`src/rtl/rx_ring_mgr.sv`:
```
module rx_ring_mgr #(
  parameter int AW = 13,
  parameter logic [AW-1:0] RING_START = 13'h0000,
  parameter logic [AW-1:0] RING_END = 13'h17FF,
  parameter int MAX_LEN = 1518,
  parameter int CW = 8
) (
  input  logic          clk,
  input  logic          rst_n,
  input  logic          rx_valid,
  input  logic [7:0]    rx_data,
  input  logic          rx_last,
  input  logic          rx_good,
  input  logic          cfg_we,
  input  logic [1:0]    cfg_sel,
  input  logic [AW-1:0] cfg_wdata,
  input  logic          ring_hold,
  input  logic          rx_arm,
  input  logic          pkt_dec,
  input  logic          err_clr,
  output logic          mem_we,
  output logic [AW-1:0] mem_addr,
  output logic [7:0]    mem_wdata,
  output logic [CW-1:0] pkt_cnt,
  output logic          pkt_pend,
  output logic          rx_err
);
  localparam int PW = AW + 1;
  localparam logic [CW-1:0] CNT_MAX = '1;

  typedef enum logic [1:0] {S_IDLE, S_DATA, S_SKIP, S_HDR} st_t;

  st_t st;
  logic [AW-1:0] ring_lo, ring_hi, rd_ptr, wr_ptr, hdr, nxt;
  logic [15:0] len;
  logic [2:0] idx;
  logic good_q, drop, armed;

  function automatic logic [AW-1:0] wrap_add(logic [AW-1:0] b, logic [PW-1:0] o,
                                            logic [AW-1:0] hi, logic [PW-1:0] n);
    logic [PW-1:0] s;
    s = {1'b0, b} + o;
    if (s > {1'b0, hi}) s = s - n;
    return s[AW-1:0];
  endfunction

  logic [PW-1:0] span, free_b;
  logic [AW-1:0] cur_hdr;
  logic [15:0] cur_len, n_len;
  logic [16:0] need;
  logic room, bad_now, keep, cnt_inc, dec_ok;
  logic [7:0] hdr_byte;

  assign span    = {1'b0, ring_hi} - {1'b0, ring_lo} + PW'(1);
  assign cur_hdr = (st == S_IDLE) ? wr_ptr : hdr;
  assign cur_len = (st == S_IDLE) ? 16'd0 : len;
  assign free_b  = (rd_ptr >= cur_hdr) ? PW'(rd_ptr - cur_hdr)
                                       : {1'b0, rd_ptr} + span - {1'b0, cur_hdr};
  assign room    = (cur_len < 16'(MAX_LEN)) && ({1'b0, cur_len} + 17'd7 <= 17'(free_b));
  assign bad_now = ((st != S_IDLE) && drop) || !room;
  assign n_len   = cur_len + 16'd1;
  assign need    = {1'b0, n_len} + 17'd6 + 17'(n_len[0]);
  assign keep    = !bad_now && (need <= 17'(free_b)) && (pkt_cnt != CNT_MAX);
  assign cnt_inc = (st == S_HDR) && (idx == 3'd5) && !ring_hold;
  assign dec_ok  = pkt_dec && (pkt_cnt != '0);
  assign pkt_pend = (pkt_cnt != '0);

  always_comb begin
    case (idx)
      3'd0: hdr_byte = 8'(16'(nxt));
      3'd1: hdr_byte = 8'(16'(nxt) >> 8);
      3'd2: hdr_byte = len[7:0];
      3'd3: hdr_byte = len[15:8];
      3'd4: hdr_byte = {good_q, 7'd0};
      default: hdr_byte = 8'd0;
    endcase
  end

  always_ff @(posedge clk) begin
    if (!rst_n) begin
      st <= S_IDLE; ring_lo <= RING_START; ring_hi <= RING_END;
      rd_ptr <= RING_END; wr_ptr <= RING_START; hdr <= '0; nxt <= '0;
      len <= '0; idx <= '0; good_q <= 1'b0; drop <= 1'b0; armed <= 1'b0;
      mem_we <= 1'b0; mem_addr <= '0; mem_wdata <= '0; pkt_cnt <= '0; rx_err <= 1'b0;
    end else begin
      mem_we <= 1'b0;
      pkt_cnt <= pkt_cnt + CW'(cnt_inc) - CW'(dec_ok);
      if (err_clr) rx_err <= 1'b0;
      if (rx_arm) armed <= 1'b1;
      if (cfg_we) begin
        case (cfg_sel)
          2'd0: begin ring_lo <= cfg_wdata; wr_ptr <= cfg_wdata; end
          2'd1: ring_hi <= cfg_wdata;
          2'd2: rd_ptr <= cfg_wdata;
          default: ;
        endcase
      end
      if (ring_hold) begin
        st <= S_IDLE;
        armed <= 1'b0;
      end else begin
        case (st)
          S_IDLE, S_DATA: begin
            if (rx_valid && (st == S_DATA || armed)) begin
              hdr <= cur_hdr;
              len <= n_len;
              drop <= bad_now;
              mem_we <= !bad_now;
              mem_addr <= wrap_add(cur_hdr, PW'(cur_len) + PW'(6), ring_hi, span);
              mem_wdata <= rx_data;
              if (!rx_last) st <= S_DATA;
              else if (keep) begin
                st <= S_HDR; idx <= 3'd0; good_q <= rx_good;
                nxt <= wrap_add(cur_hdr, PW'(need), ring_hi, span);
              end else begin
                st <= S_IDLE; rx_err <= 1'b1;
              end
            end else if (rx_valid && !rx_last) st <= S_SKIP;
          end
          S_SKIP: if (rx_valid && rx_last) st <= S_IDLE;
          S_HDR: begin
            mem_we <= 1'b1;
            mem_addr <= wrap_add(hdr, PW'(idx), ring_hi, span);
            mem_wdata <= hdr_byte;
            idx <= idx + 3'd1;
            if (idx == 3'd5) begin
              wr_ptr <= nxt;
              st <= S_IDLE;
            end
          end
          default: st <= S_IDLE;
        endcase
      end
    end
  end
endmodule


```
`config.mk`:
```
export PLATFORM = sky130hd
export DESIGN_NAME = rx_ring_mgr
export DESIGN_NICKNAME = d
export VERILOG_FILES = /design/src/rtl/rx_ring_mgr.sv
export SDC_FILE = /design/constraint.sdc
export NUM_CORES = 1
export LEC_CHECK = 0
export BUFFER_PORTS_ARGS = -buffer_cell sky130_fd_sc_hd__buf_2
export CORE_ASPECT_RATIO = 0.5
export CORE_MARGIN = 4
export CORE_UTILIZATION = 45
export DETAILED_ROUTE_END_ITERATION = 10
export HOLD_SLACK_MARGIN = 0.05
export MAX_ROUTING_LAYER = met4
export SETUP_SLACK_MARGIN = 0.4
export SYNTH_ARGS = -nofsm -noshare
export SYNTH_HDL_FRONTEND = slang
export SYNTH_SLANG_ARGS = --single-unit
```
`constraint.sdc`:
```
create_clock -name clk -period 13.25 [get_ports clk]
set_input_delay 1.9875 -clock clk [delete_from_list [all_inputs] [get_ports clk]]
set_output_delay 1.9875 -clock clk [all_outputs]
set_load 0.02 [all_outputs]
```
==> results of run 1 <==
## cell usage after synthesis, types with 29 or more instances
| library cell | number | share of area |
|---|---|---|
| ha_1 | 211 | 0.19 |
| clkbuf_1 | 54 | 0.014 |
| nand2_1 | 216 | 0.057 |
| a21oi_1 | 127 | 0.045 |
| xor2_1 | 44 | 0.027 |
| o211ai_1 | 41 | 0.022 |
| dfxtp_1 | 133 | 0.19 |
| inv_1 | 141 | 0.037 |
| a31oi_1 | 29 | 0.013 |
| o21ai_0 | 91 | 0.032 |
| nor2_1 | 139 | 0.037 |
| xnor2_1 | 83 | 0.051 |
| a21o_1 | 32 | 0.017 |
| nand3_1 | 42 | 0.015 |
| nor3_1 | 36 | 0.013 |
| mux2i_1 | 33 | 0.023 |
## per-layer routing
metal,wire length (um),vias to the layer above,share of wire
li1,-,6569,-
met1,23300,6317,0.49
met2,18700,573,0.39
met3,5080,55,0.11
met4,789,0,0.016
met5,0,-,0
## layout make-up
class | instances | area (um2) | area share
Tap cell | 423 | 529 | 0.0345
Clock buffer | 19 | 433 | 0.0282
Antenna cell | 1 | 2.50 | 0.000163
Sequential cell | 133 | 2660 | 0.174
Inverter | 142 | 533 | 0.0348
Multi-Input combinational cell | 1474 | 10600 | 0.693
Clock inverter | 13 | 149 | 0.00971
Timing Repair Buffer | 74 | 395 | 0.0258
## metrics by stage
step | total power, mW | setup WS (ns) | util | hold WS, ns
floorplan | 1.06 | 6.81 | - | 0.431
finish | 1.77 | 5.86 | 0.501 | 0.456
CTS | 1.76 | 5.95 | 0.500 | 0.458
global placement | 1.27 | 6.03 | 0.481 | 0.443
global route | 1.89 | 5.16 | 0.501 | 0.471
detailed placement | 1.27 | 5.99 | 0.481 | 0.449
## layout by cell type (no fill, tap or decap), drive strengths merged, types with 7 or more instances in the layout
| cell | netlist | final |
|---|---|---|
| a21oi | 128 | 128 |
| a31oi | 29 | 29 |
| or2 | 11 | 11 |
| o22ai | 13 | 13 |
| or3 | 16 | 16 |
| nor4 | 9 | 9 |
| a21o | 32 | 32 |
| o21bai | 16 | 16 |
| nand2 | 217 | 217 |
| buf | 24 | 74 |
| fa | 22 | 22 |
| ha | 211 | 211 |
| a222oi | 8 | 8 |
| a211oi | 28 | 28 |
| nor3 | 39 | 39 |
| inv | 142 | 145 |
| o21ai | 101 | 101 |
| xor2 | 45 | 45 |
| mux2 | 8 | 8 |
| or4 | 9 | 9 |
| o211ai | 41 | 41 |
| dfxtp | 133 | 133 |
| o31ai | 11 | 11 |
| mux2i | 33 | 33 |
| nand2b | 9 | 9 |
| nand4 | 22 | 22 |
| and2 | 16 | 16 |
| nand3 | 45 | 45 |
| nor2b | 24 | 24 |
| nor2 | 142 | 142 |
| a21boi | 7 | 7 |
| and3 | 19 | 19 |
| clkbuf | 54 | 19 |
| o21a | 10 | 10 |
| xnor2 | 84 | 84 |
## critical path: cells and delay by family, from the launching register on
kind            cells  cell delay, ns
flops               1            0.31
fa+ha+maj           6            1.98
compound gates     10            1.56
buf+inv             4            0.28
xor+xnor            2            0.91
simple gates        9            2.04
mux                 1            0.23
## worst min path at each step
| stage | start | endpoint | slack (ns) | cells past startpoint |
|---|---|---|---|---|
| finish | good_q | good_q | 0.46 | 2 |
| global route | ring_lo[10] | ring_lo[10] | 0.47 | 2 |
| CTS | ring_lo[0] | ring_lo[0] | 0.46 | 2 |
| detailed placement | good_q | good_q | 0.45 | 2 |
| global placement | ring_lo[0] | ring_lo[0] | 0.44 | 2 |
| floorplan | good_q | good_q | 0.43 | 2 |
## power by group through the flow
stage	Combinational [mW]	Sequential [mW]	Clock (mW)
CTS	0.828	0.442	0.494
floorplan	0.606	0.458	0
global placement	0.822	0.450	0
finish	0.839	0.442	0.488
global route	0.938	0.445	0.508
detailed placement	0.823	0.450	0
## state kept, by name (all words and copies together), names as in the netlist
signal	count
nxt	13
rd_ptr	13
pkt_cnt	8
ring_hi	13
ring_lo	13
mem_wdata	8
wr_ptr	13
idx	3
mem_we	1
rx_err	1
good_q	1
len	16
armed	1
drop	1
mem_addr	13
st	2
hdr	13
## logic make-up after synthesis
group                    synth area share
XOR/XNOR                           0.0809
buffers and inverters              0.0618
multiplexers                       0.0297
flip-flops                          0.188
AND/OR/NAND/NOR                     0.201
AO/OA/AOI/OAI                       0.221
adder cells (fa/ha/maj)             0.218
==> results.sh, run 1 <==
export IMPL_status="finished clean"
export IMPL_grt_usage=0.280
export IMPL_syn_to_final_growth_pct=8.36
export IMPL_yosysSeqAreaShare=0.188
export IMPL_max_freq_mhz=135
export IMPL_fin_nets=2108
export IMPL_final_cell_area_mm2=0.0153
export IMPL_antenna_found_initial=1
export IMPL_drt_vias_per_instance=5.93
export IMPL_slew_headroom=0.119
export IMPL_startpoint="ring_hi[1]"
export IMPL_peakVddDrop_uv=114
export IMPL_maxSlewViolCount=0
export IMPL_synth_cell_types=91
export IMPL_cap_violations=0
export IMPL_grt_pass1_vias=12000
export IMPL_reg2reg_depth=32
export IMPL_rows=45
export IMPL_cts_buffers=17
export IMPL_critPathCapture="nxt[2]"
export IMPL_slowest_stage="xnor2_1"
export IMPL_synth_edff_count=0
export IMPL_grt_max_degree=84
export IMPL_cts_setup_buffers=0
export IMPL_clkPwrFrac=0.276
export IMPL_die_y_um=133
export IMPL_syn_avg_cell_area_um2=7.74
export IMPL_path_class="flop to flop"
export IMPL_coreArea_mm2=0.0306
export IMPL_drtAntennaViolNets=0
export IMPL_p_seq_frac=0.250
export IMPL_start_kind="flop"
export IMPL_dr_pass1_iters=5
export IMPL_start_util=0.462
export IMPL_drt_wl_total_um=47900
export IMPL_ys_warn_count=0
export IMPL_placed_cells=2246
export IMPL_busiest_layer="met1"
export IMPL_powerDensity_mw_per_mm2=115
export IMPL_hold_path_class="flop to flop"
export IMPL_required_ns=13.62
export IMPL_syn_area_mm2=0.0141
export IMPL_ys_ff_latch=133
export IMPL_routedWlPerCell_um=21.0
export IMPL_placed_cell_area_mm2=0.0147
export IMPL_grt_util_met1=0.420
export IMPL_io_pin_count=65
export IMPL_post_route_drc_count=0
export IMPL_cts_sinks=133
export IMPL_rsz0062_at_grt="false"
export IMPL_first_iter_violations=1218
export IMPL_fin_cells=2279
export IMPL_cts_reportedPaths_clkPinSlew_ns=0.07
export IMPL_port_buffers=64
export IMPL_r2r_slack_ns=5.86
export IMPL_netSwitchingPower_uw=736
export IMPL_cell_internal_pwr_mw=1.03
export IMPL_pwr_share_comb=0.474
export IMPL_num_vias=13500
export IMPL_worstSkewPairLatency_ns=0.45
export IMPL_gp_congestion=0.940
export IMPL_hold_viol=0
export IMPL_grt_overflow_total=0
export IMPL_crit_fanout=14
export IMPL_r2r_end="nxt[2]"
export IMPL_p_leak_nw=6.97
export IMPL_tightest_slew_ns=1.32
export IMPL_cts_resized_gates=0
export IMPL_setup_viol=0
export IMPL_timing_setup_tns_ns=0
export IMPL_grt_pass1_wl_um=72300
export IMPL_dp_hpwl_um=38300
export IMPL_syn_nets=2093
export IMPL_clock_root_buffer="clkbuf_16"
export IMPL_ctsLongestPathBuffers=2
export IMPL_synth_cells=1827
export IMPL_drive_above_1_share=0.0809
export IMPL_period_needed_ns=7.39
export IMPL_crit_path_end_kind="flop"
export IMPL_postSynth_asyncResetShare=0
export IMPL_max_stage_delay_ns=0.78
export IMPL_die_area_mm2=0.0345
export IMPL_chipWidth_um=259
export IMPL_fin_crit_sh=0.557
export IMPL_cts_hold_buffers=0
export IMPL_switching_share=0.416
export IMPL_met2_usage=0.376
export IMPL_synth_ff_type="dfxtp_1"
export IMPL_timing_rr_start="ring_hi[1]"
export IMPL_fillCellCount=3073
export IMPL_h_tree_depth=4
export IMPL_use_met3=0.0682
export IMPL_cts_tree="yes"
export IMPL_fin_skew_ns=0.0128
export IMPL_cp_arrival_ns=7.76
No activity file was read; power rests on OpenSTA's default activity.
==> inputs of run 2 (changes only) <==
- ABC_AREA: not set -> 1
- clock period: 13.25 -> 7.2 ns (I/O delays scaled with it)
==> results.sh, run 2 <==
export IMPL_grt_pass1_wl_um=74500
export IMPL_port_buffers=64
export IMPL_final_cell_mix="392 x nand2_1, 307 x inv_1, 215 x a21oi_1"
export IMPL_cap_violations=0
export IMPL_chipWidth_um=258
export IMPL_drive_above_1_share=0.0930
export IMPL_fin_cells=2563
export IMPL_max_stage_delay_ns=0.54
export IMPL_start_kind="flop"
export IMPL_crit_path_end_kind="flop"
export IMPL_n_antenna_cell=0
export IMPL_max_freq_mhz=158
export IMPL_synth_cell_types=57
export IMPL_rsz0062_at_grt="true"
export IMPL_routedWlPerCell_um=19.4
export IMPL_antenna_found_initial=0
export IMPL_path_class="flop to flop"
export IMPL_placed_cells=2527
export IMPL_synth_edff_count=0
export IMPL_clock_root_buffer="clkbuf_16"
export IMPL_peakVddDrop_uv=200
export IMPL_fillCellCount=3109
export IMPL_register_area_mm2=0.00266
export IMPL_status="finished clean"
export IMPL_setup_viol=0
export IMPL_cp_arrival_ns=6.66
export IMPL_cts_sinks=133
export IMPL_grt_usage=0.293
export IMPL_drt_wl_total_um=49800
export IMPL_fin_crit_sh=0.881
export IMPL_coreArea_mm2=0.0306
export IMPL_regMostFlops="len"
export IMPL_synth_top_area_share=0.189
export IMPL_ys_warn_count=0
export IMPL_largest_reg_flops=16
export IMPL_crit_fanout=12
export IMPL_first_iter_violations=1647
export IMPL_fin_nets=2393
export IMPL_worstSkewPairLatency_ns=0.45
export IMPL_cts_tree="yes"
export IMPL_ctsLongestPathBuffers=2
export IMPL_mostFrequentLayoutCell="nand2_1"
export IMPL_cts_buffers=17
export IMPL_cts_reportedPaths_clkPinSlew_ns=0.07
export IMPL_post_route_drc_count=0
export IMPL_tightest_slew_ns=1.14
export IMPL_r2r_slack_ns=0.86
export IMPL_totalPowerFinal_mw=3.48
export IMPL_postSynth_asyncResetShare=0
export IMPL_num_vias=14200
export IMPL_syn_avg_cell_area_um2=6.80
export IMPL_required_ns=7.52
export IMPL_rows=45
export IMPL_yosysMostFrequentCell="nand2_1"
export IMPL_gp_congestion=0.988
export IMPL_drt_vias_per_instance=5.52
export IMPL_timing_setup_tns_ns=0
export IMPL_syn_area_mm2=0.0141
export IMPL_cts_hold_buffers=0
export IMPL_hold_viol=0
export IMPL_utilization=0.507
export IMPL_dp_hpwl_um=40600
export IMPL_fin_skew_ns=0.0127
export IMPL_yosysTopAreaCell="dfxtp_1"
export IMPL_drtAntennaViolNets=0
export IMPL_slew_headroom=0.241
export IMPL_hold_path_class="flop to flop"
export IMPL_slowest_stage="xor2_1"
export IMPL_p_leak_nw=7.76
export IMPL_ys_ff_latch=133
export IMPL_io_pin_count=65
export IMPL_grt_overflow_total=0
export IMPL_synth_ff_type="dfxtp_1"
export IMPL_h_tree_depth=4
export IMPL_cp_common_cell="nand2_1"
export IMPL_syn_to_final_growth_pct=10.1
export IMPL_maxSlewViolCount=0
export IMPL_yosysSeqAreaShare=0.189
export IMPL_multi_input_area_mm2=0.0100
export IMPL_die_y_um=133
export IMPL_powerDensity_mw_per_mm2=225
export IMPL_netlist_top_cells_area="dfxtp_1 19%, ha_1 19%, nand2_1 10%, inv_1 8.2%, a21oi_1 7.6%"
export IMPL_grt_pass1_vias=12300
export IMPL_start_util=0.461
export IMPL_synth_cells=2070
export IMPL_die_area_mm2=0.0344
export IMPL_grt_max_degree=55
export IMPL_yosys_top_cells_count="393 x nand2_1, 307 x inv_1, 215 x a21oi_1, 211 x ha_1, 154 x o21ai_0"
export IMPL_syn_nets=2336
export IMPL_whs_ns=0.466
export IMPL_period_needed_ns=6.34
export IMPL_dr_pass1_iters=5
[run 2: changes by cell type after synthesis, moves of 27 or more]
cell,change
inv_1,+166
o21ai_0,+63
nand3_1,+52
nand2_1,+177
a21oi_1,+88
a21o_1,-27
mux2i_1,-33
xnor2_1,-47
[run 2: power breakdown]
part	switching, mW	internal [mW]	total (mW)
clock network	0.378	0.523	0.901
registers	0.0463	0.782	0.828
logic	1.11	0.642	1.75
[run 2: timing repair]
| action | CTS | global route |
|---|---|---|
| setup buffers | 0 | 4 |
| resized for setup | 0 | 6 |
| setup endpoints to repair | 0 | 19 |
[run 2: logic make-up after synthesis]
| kind of cell | Yosys count | share of synthesized area |
|---|---|---|
| buf+inv | 368 | 0.101 |
| flops | 133 | 0.189 |
| compound gates | 483 | 0.189 |
| xor+xnor | 106 | 0.0665 |
| simple gates | 747 | 0.236 |
| fa+ha+maj | 233 | 0.219 |
[run 2: metrics by stage]
| step | area [um2] | setup slack, ns |
|---|---|---|
| 2_1_floorplan | 14100 | 1.68 |
| 3_3_place_gp | 14900 | 0.838 |
| 3_5_place_dp | 14900 | 0.774 |
| 4_1_cts | 15400 | 0.737 |
| 5_1_grt | 15500 | 0.393 |
| 6_report | 15500 | 0.858 |
[run 2: final timing paths]
check	start	depth (start not counted)	to
worst max-delay path	ring_hi[1]	34	nxt[11]
worst min-delay path	ring_lo[5]	2	ring_lo[5]
worst max register to register	ring_hi[1]	34	nxt[11]
worst min register to register	ring_lo[5]	2	ring_lo[5]
[run 2: worst max-delay path, delay by kind of cell, from the launching register on]
| kind | cells | cell delay (ns) |
|---|---|---|
| XOR/XNOR | 1 | 0.54 |
| flip-flops | 1 | 0.31 |
| AO/OA/AOI/OAI | 6 | 1.04 |
| adder cells (fa/ha/maj) | 6 | 1.95 |
| buffers and inverters | 5 | 0.37 |
| AND/OR/NAND/NOR | 16 | 2.02 |
[run 2: cell type report]
cell class,count,area share
clock inverter,13,0.00944
timing repair buffer,85,0.0308
tap,423,0.0341
inverter,321,0.0777
multi-input combinational,1569,0.648
sequential,133,0.172
clock buffer,19,0.0286
[run 2: per-layer routing]
| metal | global-route usage | share of wire | vias up |
|---|---|---|---|
| li1 | - | - | 6985 |
| met1 | 0.443 | 0.49 | 6493 |
| met2 | 0.387 | 0.38 | 626 |
| met3 | 0.0752 | 0.11 | 49 |
| met4 | 0.0554 | 0.016 | 0 |
| met5 | - | 0 | - |
==> inputs of run 3 (changes only) <==
- ABC_CLOCK_PERIOD_IN_PS: not set -> 8200
- clock period: 7.2 -> 8.2 ns (I/O delays scaled with it)
==> results.sh, run 3 (synthesized netlist as in run 2, its figures left out) <==
export IMPL_status="finished clean"
export IMPL_drt_vias_per_instance=5.53
export IMPL_antenna_found_initial=0
export IMPL_dp_hpwl_um=39900
export IMPL_grt_max_degree=92
export IMPL_tightest_slew_ns=0.963
export IMPL_period_needed_ns=6.58
export IMPL_routedWlPerCell_um=19.2
export IMPL_slew_headroom=0.358
export IMPL_maxSlewViolCount=0
export IMPL_num_vias=14200
export IMPL_busiest_layer="met1"
export IMPL_first_iter_violations=1462
export IMPL_h_tree_depth=4
export IMPL_drt_wl_total_um=49200
export IMPL_setup_viol=0
export IMPL_grt_pass1_vias=12600
export IMPL_cts_setup_buffers=0
export IMPL_powerDensity_mw_per_mm2=199
export IMPL_port_buffers=64
export IMPL_die_area_mm2=0.0344
export IMPL_drive_above_1_share=0.0899
export IMPL_crit_fanout=12
export IMPL_dr_pass1_iters=5
export IMPL_use_met3=0.0602
export IMPL_utilization=0.506
export IMPL_crit_path_end_kind="flop"
export IMPL_grt_pass1_wl_um=74700
export IMPL_path_class="flop to flop"
export IMPL_met2_usage=0.384
export IMPL_largest_reg_flops=16
export IMPL_final_cell_area_mm2=0.0155
export IMPL_p_leak_nw=7.76
export IMPL_start_kind="flop"
export IMPL_cts_tree="yes"
export IMPL_final_cell_mix="393 x nand2_1, 307 x inv_1, 215 x a21oi_1"
export IMPL_crit_family="simple AND/OR/NAND/NOR gates"
export IMPL_n_antenna_cell=0
export IMPL_drtAntennaViolNets=0
export IMPL_whs_ns=0.465
export IMPL_timing_rr_start="ring_hi[1]"
export IMPL_peakVddDrop_uv=172
export IMPL_start_util=0.461
export IMPL_fin_skew_ns=0.00852
export IMPL_worstSkewPairLatency_ns=0.45
export IMPL_io_pin_count=65
export IMPL_cts_hold_buffers=0
export IMPL_coreArea_mm2=0.0306
export IMPL_fin_nets=2390
export IMPL_cap_violations=0
export IMPL_mostFrequentLayoutCell="nand2_1"
export IMPL_cp_arrival_ns=6.90
export IMPL_placed_cell_area_mm2=0.0149
export IMPL_syn_to_final_growth_pct=9.79
export IMPL_gp_congestion=1.01
export IMPL_hold_viol=0
export IMPL_chipWidth_um=258
export IMPL_post_route_drc_count=0
export IMPL_max_stage_delay_ns=0.49
export IMPL_rsz0062_at_grt="false"
export IMPL_ctsLongestPathBuffers=2
export IMPL_fin_crit_sh=0.802
export IMPL_grt_util_met1=0.446
export IMPL_cts_buffers=17
export IMPL_startpoint="ring_hi[1]"
export IMPL_cp_num_buf_inv=5
export IMPL_regMostFlops="len"
export IMPL_required_ns=8.52
export IMPL_cts_sinks=133
export IMPL_cts_resized_gates=0
export IMPL_rows=45
export IMPL_hold_path_class="flop to flop"
export IMPL_grt_overflow_total=0
export IMPL_slowest_stage="fa_1"
export IMPL_max_freq_mhz=152
export IMPL_timing_setup_tns_ns=0
export IMPL_die_y_um=133
export IMPL_clock_root_buffer="clkbuf_16"
export IMPL_hold_path_startpoint="mem_addr[10]"
export IMPL_cts_reportedPaths_clkPinSlew_ns=0.06
export IMPL_grt_usage=0.290
## run 3: cell types whose count changed in the layout (fill, tap and decap cells not counted), moves of 2 or more
| cell | delta |
|---|---|
| buf_4 | -3 |
| xor2_1 | +2 |
| clkinvlp_4 | -5 |
| clkinv_2 | +3 |
| xor2_2 | -2 |
## run 3: per-stage QoR
step	setup WS (ns)	power [mW]	instances
floorplan	2.68	1.82	2070
global placement	1.80	2.24	2528
detailed placement	1.73	2.24	2528
CTS	1.70	3.06	2559
global route	1.06	3.32	2559
finish	1.62	3.08	2559
## run 3: worst min-delay path: stages (launching register included)
cell and delay [ns]:
dfxtp_1 0.31, nand2_1 0.06, a21oi_1 0.05
## run 3: area by class of cell
type                            instances  area [um2]
Fill cell                            3159       15100
Multi-Input combinational cell       1569       10000
Sequential cell                       133        2660
Inverter                              321        1200
Tap cell                              423         529
Timing Repair Buffer                   82         455
Clock buffer                           17         425
Clock inverter                         14         171
## run 3: worst paths after layout
| kind | depth (start not counted) | slack [ns] | end |
|---|---|---|---|
| worst min register to register | 2 | 0.46 | mem_addr[10] |
| worst max register to register | 32 | 1.62 | nxt[11] |
| worst max-delay path | 32 | 1.62 | nxt[11] |
| worst min-delay path | 2 | 0.46 | mem_addr[10] |
## run 3: report_power, final
group	internal, mW	total [mW]	switching (mW)
combinational	0.562	1.54	0.974
sequential	0.686	0.727	0.0404
clock	0.480	0.817	0.337
total	1.73	3.08	1.35
## run 3: metal layers
| metal | vias to the layer above | routed length [um] |
|---|---|---|
| li1 | 6991 | - |
| met1 | 6504 | 24500 |
| met2 | 605 | 19000 |
| met3 | 51 | 4940 |
| met4 | 0 | 786 |
| met5 | - | 0 |
